**config.mk**
```make
export PLATFORM = sky130hd
export DESIGN_NAME = bank_act_guard
export DESIGN_NICKNAME = d
export VERILOG_FILES = /design/src/rtl/bag_pkg.sv /design/src/rtl/bag_bank_fsm.sv /design/src/rtl/bag_rrd_tracker.sv /design/src/rtl/bank_act_guard.sv
export SDC_FILE = /design/constraint.sdc
export NUM_CORES = 1
export LEC_CHECK = 0
export ABC_AREA = 1
export ABC_CLOCK_PERIOD_IN_PS = 2200
export CAP_MARGIN = 0
export CORE_AREA = 2 2 68 70
export CTS_BUF_LIST = sky130_fd_sc_hd__clkbuf_16
export DETAILED_ROUTE_END_ITERATION = 10
export DIE_AREA = 0 0 70 72
export GPL_ROUTABILITY_DRIVEN = 0
export SLEW_MARGIN = 25
export SYNTH_ARGS = -nofsm -noshare
export SYNTH_HDL_FRONTEND = slang
export SYNTH_SLANG_ARGS = --single-unit
export TNS_END_PERCENT = 20
```
**constraint.sdc**
```tcl
create_clock -name clk -period 2.2 [get_ports clk]
set_input_delay 0.55 -clock clk [delete_from_list [all_inputs] [get_ports clk]]
set_output_delay 0.55 -clock clk [all_outputs]
set_load 0.03 [all_outputs]
```
**src/rtl/bag_pkg.sv**
```systemverilog
package bag_pkg;
  localparam int NUM_BANKS = 2;
  localparam int BANK_W    = 1;

  typedef enum logic [1:0] {
    OP_OPEN  = 2'b00,
    OP_READ  = 2'b01,
    OP_WRITE = 2'b10,
    OP_CLOSE = 2'b11
  } cmd_op_e;

  typedef enum logic [1:0] {
    BK_IDLE   = 2'b00,
    BK_ACTIVE = 2'b01,
    BK_PRECH  = 2'b10
  } bank_state_e;
endpackage

```
**src/rtl/bag_bank_fsm.sv**
```systemverilog
module bag_bank_fsm
  import bag_pkg::*;
#(
  parameter int T_RCD     = 3,
  parameter int T_RAS_MIN = 6,
  parameter int T_RAS_MAX = 20,
  parameter int T_RP      = 3
) (
  input  logic clk,
  input  logic rst_n,
  input  logic do_open,
  input  logic do_close,
  output logic open_ok,
  output logic col_ok,
  output logic close_ok,
  output logic is_open,
  output logic overrun
);
  localparam int CNT_MAX = T_RAS_MAX + 1;
  localparam int CNT_W   = $clog2(CNT_MAX + 1);

  bank_state_e state_q, state_d;
  logic [CNT_W-1:0] cnt_q, cnt_d;
  logic             state_en, cnt_en;
  logic             cnt_sat;

  assign cnt_sat  = (cnt_q == CNT_W'(CNT_MAX));
  assign is_open  = (state_q == BK_ACTIVE);
  assign open_ok  = (state_q == BK_IDLE) ||
                    ((state_q == BK_PRECH) && (cnt_q >= CNT_W'(T_RP)));
  assign col_ok   = is_open && (cnt_q >= CNT_W'(T_RCD));
  assign close_ok = is_open && (cnt_q >= CNT_W'(T_RAS_MIN));
  assign overrun  = is_open && (cnt_q > CNT_W'(T_RAS_MAX));

  always_comb begin
    state_d = state_q;
    cnt_d   = cnt_q;
    unique case (state_q)
      BK_IDLE: begin
        if (do_open) begin
          state_d = BK_ACTIVE;
          cnt_d   = CNT_W'(1);
        end
      end
      BK_ACTIVE: begin
        if (do_close) begin
          state_d = BK_PRECH;
          cnt_d   = CNT_W'(1);
        end else if (!cnt_sat) begin
          cnt_d = cnt_q + CNT_W'(1);
        end
      end
      BK_PRECH: begin
        if (do_open) begin
          state_d = BK_ACTIVE;
          cnt_d   = CNT_W'(1);
        end else if (cnt_q >= CNT_W'(T_RP)) begin
          state_d = BK_IDLE;
        end else begin
          cnt_d = cnt_q + CNT_W'(1);
        end
      end
      default: begin
        state_d = BK_IDLE;
      end
    endcase
  end

  assign state_en = (state_d != state_q);
  assign cnt_en   = (cnt_d != cnt_q);

  always_ff @(posedge clk or negedge rst_n) begin
    if (!rst_n) begin
      state_q <= BK_IDLE;
    end else if (state_en) begin
      state_q <= state_d;
    end
  end

  always_ff @(posedge clk or negedge rst_n) begin
    if (!rst_n) begin
      cnt_q <= '0;
    end else if (cnt_en) begin
      cnt_q <= cnt_d;
    end
  end
endmodule

```
**src/rtl/bag_rrd_tracker.sv**
```systemverilog
module bag_rrd_tracker
  import bag_pkg::*;
#(
  parameter int T_RRD = 2
) (
  input  logic                 clk,
  input  logic                 rst_n,
  input  logic                 do_open,
  input  logic [BANK_W-1:0]    open_bank,
  output logic [NUM_BANKS-1:0] blocked
);
  localparam int CNT_W = $clog2(T_RRD + 1) + 1;

  logic [CNT_W-1:0]  cnt_q, cnt_d;
  logic [BANK_W-1:0] last_q, last_d;
  logic              cnt_en, last_en;

  for (genvar b = 0; b < NUM_BANKS; b++) begin : g_blk
    assign blocked[b] = (last_q != BANK_W'(b)) && (cnt_q < CNT_W'(T_RRD));
  end

  always_comb begin
    cnt_d  = cnt_q;
    last_d = last_q;
    if (do_open) begin
      cnt_d  = CNT_W'(1);
      last_d = open_bank;
    end else if (cnt_q < CNT_W'(T_RRD)) begin
      cnt_d = cnt_q + CNT_W'(1);
    end
  end

  assign cnt_en  = (cnt_d != cnt_q);
  assign last_en = do_open;

  always_ff @(posedge clk or negedge rst_n) begin
    if (!rst_n) begin
      cnt_q <= CNT_W'(T_RRD);
    end else if (cnt_en) begin
      cnt_q <= cnt_d;
    end
  end

  always_ff @(posedge clk or negedge rst_n) begin
    if (!rst_n) begin
      last_q <= '0;
    end else if (last_en) begin
      last_q <= last_d;
    end
  end
endmodule

```
**src/rtl/bank_act_guard.sv**
```systemverilog
module bank_act_guard
  import bag_pkg::*;
#(
  parameter int T_RCD     = 3,
  parameter int T_RRD     = 2,
  parameter int T_RAS_MIN = 6,
  parameter int T_RAS_MAX = 20,
  parameter int T_RP      = 3
) (
  input  logic       clk,
  input  logic       rst_n,
  input  logic       cmd_valid,
  input  logic [1:0] cmd_op,
  input  logic       cmd_bank,
  output logic       cmd_allow,
  output logic [1:0] bank_open,
  output logic [1:0] ras_overrun
);
  logic [NUM_BANKS-1:0] open_ok, col_ok, close_ok, rrd_blocked;
  logic [NUM_BANKS-1:0] do_open, do_close;
  logic                 accept_open;
  cmd_op_e              op;

  assign op = cmd_op_e'(cmd_op);

  always_comb begin
    cmd_allow = 1'b0;
    if (cmd_valid) begin
      unique case (op)
        OP_OPEN:           cmd_allow = open_ok[cmd_bank] && !rrd_blocked[cmd_bank];
        OP_READ, OP_WRITE: cmd_allow = col_ok[cmd_bank];
        OP_CLOSE:          cmd_allow = close_ok[cmd_bank];
        default:           cmd_allow = 1'b0;
      endcase
    end
  end

  assign accept_open = cmd_allow && (op == OP_OPEN);

  for (genvar b = 0; b < NUM_BANKS; b++) begin : g_bank
    assign do_open[b]  = accept_open && (cmd_bank == BANK_W'(b));
    assign do_close[b] = cmd_allow && (op == OP_CLOSE) && (cmd_bank == BANK_W'(b));

    bag_bank_fsm #(
      .T_RCD     (T_RCD),
      .T_RAS_MIN (T_RAS_MIN),
      .T_RAS_MAX (T_RAS_MAX),
      .T_RP      (T_RP)
    ) u_bank (
      .clk      (clk),
      .rst_n    (rst_n),
      .do_open  (do_open[b]),
      .do_close (do_close[b]),
      .open_ok  (open_ok[b]),
      .col_ok   (col_ok[b]),
      .close_ok (close_ok[b]),
      .is_open  (bank_open[b]),
      .overrun  (ras_overrun[b])
    );
  end

  bag_rrd_tracker #(
    .T_RRD (T_RRD)
  ) u_rrd (
    .clk       (clk),
    .rst_n     (rst_n),
    .do_open   (accept_open),
    .open_bank (cmd_bank),
    .blocked   (rrd_blocked)
  );
endmodule

```
==> reports/results.txt <==
layout cell share with drive strength beyond 1 - 0.282
r2r endpoint - g_bank[0].u_bank.cnt_q[3]
slowest stage cell, crit path - dfrtp_1
dominant cells by area after synthesis - dfrtp_1 (28%), nand2_1 (12%), ha_1 (8.3%)
Final Skew - 0.00610 ns
first-pass GRT wire length - 6050 um
most common cell after layout, fill and taps aside - nand2_1
Layout area overhead - 28.3%
Final Hold Fails - 0
Synth Warn # - 0
HP Class - reg2reg
Buffers on Ports - 10
crit path from - g_bank[1].u_bank.cnt_q[1]
number of core rows - 24
crit path to - cmd_allow
CTS tree - built
diode count - 0
Initial Utilization - 0.353
Mapped Avg Cell Area - 7.27 sq um
area fraction in compound gates after synthesis - 0.0831
Pre-Repair DR Iteration Count - 4
most frequent cells in the layout - nand2_1 (49), nor2_1 (23), inv_1 (22)
post-detail-place hpwl - 2700 um
first-iteration detailed-routing DRC count - 82
CTS clk-pin slew, worst paths - 0.06 ns
Yosys reg bits - 18
RSZ-0062 raised after global routing - yes
Static Leakage - 1.01 nW
Max Clock Freq - 0.462 GHz
fin crit period - 2.16 ns
DRC Markers - 0
Worst R2R Start - g_bank[1].u_bank.state_q[0]
Simple-Gate Fraction of Synth Area - 0.387
Critical Path Fanout Max - 3
Met2 Routed Length - 1780 um
Yosys top cell area share - 0.283
Syn Inst Count - 207
die area - 5040 sq um
top routing layer used - met4
Critical Path, Cell by Cell - ha_4 > nor2_4 > nand3_2 > nand2_1 > nand2_1 > nand2_2 > nand3b_4 > nor2b_4 > buf_6
Slew Limit Fails - 0
leading area contributor after synthesis - dfrtp_1
ys flop type - dfrtp_1
Setup crit start kind - flop
worst skew pair latency - 0.25 ns
actual slew at the worst max-slew pin - 0.326 ns
clk root buf - clkbuf_16
routed vias/inst - 4.70
CP Class - reg2out
Peak VDD IR - 0.705 mV
worst rel slew slack - 0.782
IO Count - 11
number of global-route vias before repair - 1377
Unique masters post-synth - 29
met3 wire len - 69 um
H-tree levels - 1
largest net degree at the start of global routing - 19
Die Y - 72 um
Detail Route Antenna Nets - 0
clk sinks - 18
Syn Std Cell Area - 1510 sq um
most used cell, CP - nand2_1
Core Area - 4260 sq um
Vias - 1364
post-synthesis mux area share - 0.00665
syn_nets - 223
Tcrit/Tclk final - 0.984
Synth Area in XOR/XNOR - 0.0407
Die Width - 70 um
main combinational cell family by area after synthesis - simple AND/OR/NAND/NOR gates
Finished Cell Area - 1930 sq um
Synth async-reset ratio - 1.00
Num CTS Buffers - 3
Worst R2R Setup Slack - 0.33 ns
register area share after synthesis - 0.300
Layout Nets - 255
Worst Setup End Kind - output pin
Post-Synth Adder-Cell Area - 0.0831
Hold Buf Count CTS - 0
dpl cell area - 1760 sq um
clk buf depth - 2
max-cap violations - 0
grt total ovfl - 0
Worst R2R Path Depth - 13
EDFF count, synth - 0
status - completed
M1 WL - 1590 um
Critical Path RT - 1.65 ns
initial antenna violation count - 0
GRT Total Usage - 0.149
post-route total power - 2.38 mW
CP arrival - 1.61 ns
Routed WL - 3500 um
drt wl/cell - 12.1 um
Pwr Density - 1230 nW/um^2
Setup Viol. Count Final - 0
Crit path largest cell delay - 0.41 ns
layer usage:
layer	vias to the layer above	track usage
met5	-	0
met4	0	0.0449
li1	725	-
met1	617	0.189
met3	6	0.0208
met2	16	0.265
synth_stat cells, types with 2 or more instances:
cell	count
buf_4	4
inv_1	24
xor2_1	6
nor2_2	4
nor2_1	23
nand4_1	8
a21oi_1	9
o21ai_1	2
dfrtp_1	17
nand4_2	3
nand2_2	8
o21ai_0	7
ha_1	10
inv_2	8
nand2_1	49
nand3_1	12
power by group:
group / internal (mW) / total [mW] / switching, mW / leakage (nW)
combinational: 0.607 / 1.40 / 0.791 / 0.742
clock: 0.242 / 0.373 / 0.131 / 0.0385
sequential: 0.465 / 0.610 / 0.146 / 0.225
state kept, by name (all words and copies together) (netlist names):
| signal | count |
|---|---|
| g_bank.u_bank.cnt_q | 10 |
| u_rrd.last_q | 1 |
| u_rrd.cnt_q | 3 |
| g_bank.u_bank.state_q | 4 |
worst max-delay path: cells and delay by family (launching register included):
kind,cells,cell delay (ns)
and+or+nand+nor,7,0.63
DFF,1,0.41
adders and majority gates,1,0.19
buffers and inverters,1,0.13
through the flow:
| stage | setup WS, ns | hold WS, ns | std cells | TNS [ns] | util |
|---|---|---|---|---|---|
| after global routing | -0.0685 | 0.577 | 290 | -0.114 | 0.453 |
| after floorplan | 0.245 | 0.254 | 207 | 0 | - |
| after CTS | 0.00145 | 0.534 | 288 | 0 | 0.442 |
| final | 0.0355 | 0.531 | 290 | 0 | 0.453 |
| after global placement | -0.241 | 0.517 | 282 | -2.09 | 0.413 |
| after detailed placement | -0.275 | 0.518 | 282 | -2.99 | 0.413 |
kinds of logic (layout without fill, tap and decap cells):
| family | count (synthesis) | count (layout) |
|---|---|---|
| adders and majority gates | 10 | 10 |
| AOI/OAI and AO/OA | 22 | 22 |
| buffers and inverters | 36 | 67 |
| xor gates and xnor gates | 7 | 7 |
| and+or+nand+nor | 113 | 113 |
| muxes | 1 | 1 |
| DFF | 18 | 18 |
how the worst min path moves through the flow:
stage / startpoint / endpoint / depth (start not counted)
global placement: u_rrd.cnt_q[0] / u_rrd.cnt_q[0] / 2
CTS: u_rrd.cnt_q[0] / u_rrd.cnt_q[0] / 2
finish: u_rrd.cnt_q[0] / u_rrd.cnt_q[0] / 2
detailed placement: u_rrd.cnt_q[0] / u_rrd.cnt_q[0] / 2
global route: u_rrd.cnt_q[0] / u_rrd.cnt_q[0] / 2
floorplan: rst_n / g_bank[0].u_bank.cnt_q[0] / 0
final cells by class:
cell class              count  area, sq um
fillers                   440         2330
multi-input cells         153          950
flip-flops and latches     18          452
repair buffers             31          265
inverters                  32          120
clock buffers               3         75.1
well taps                  52         65.1
clock inverters             1         3.75
repair_timing:
| item | in CTS | in global routing |
|---|---|---|
| pin swaps | 3 | 3 |
| gates resized for setup | 13 | 7 |
| endpoints found under the setup margin | 3 | 4 |
| setup buffers | 2 | 2 |
Power figures use the tool's default switching activity.
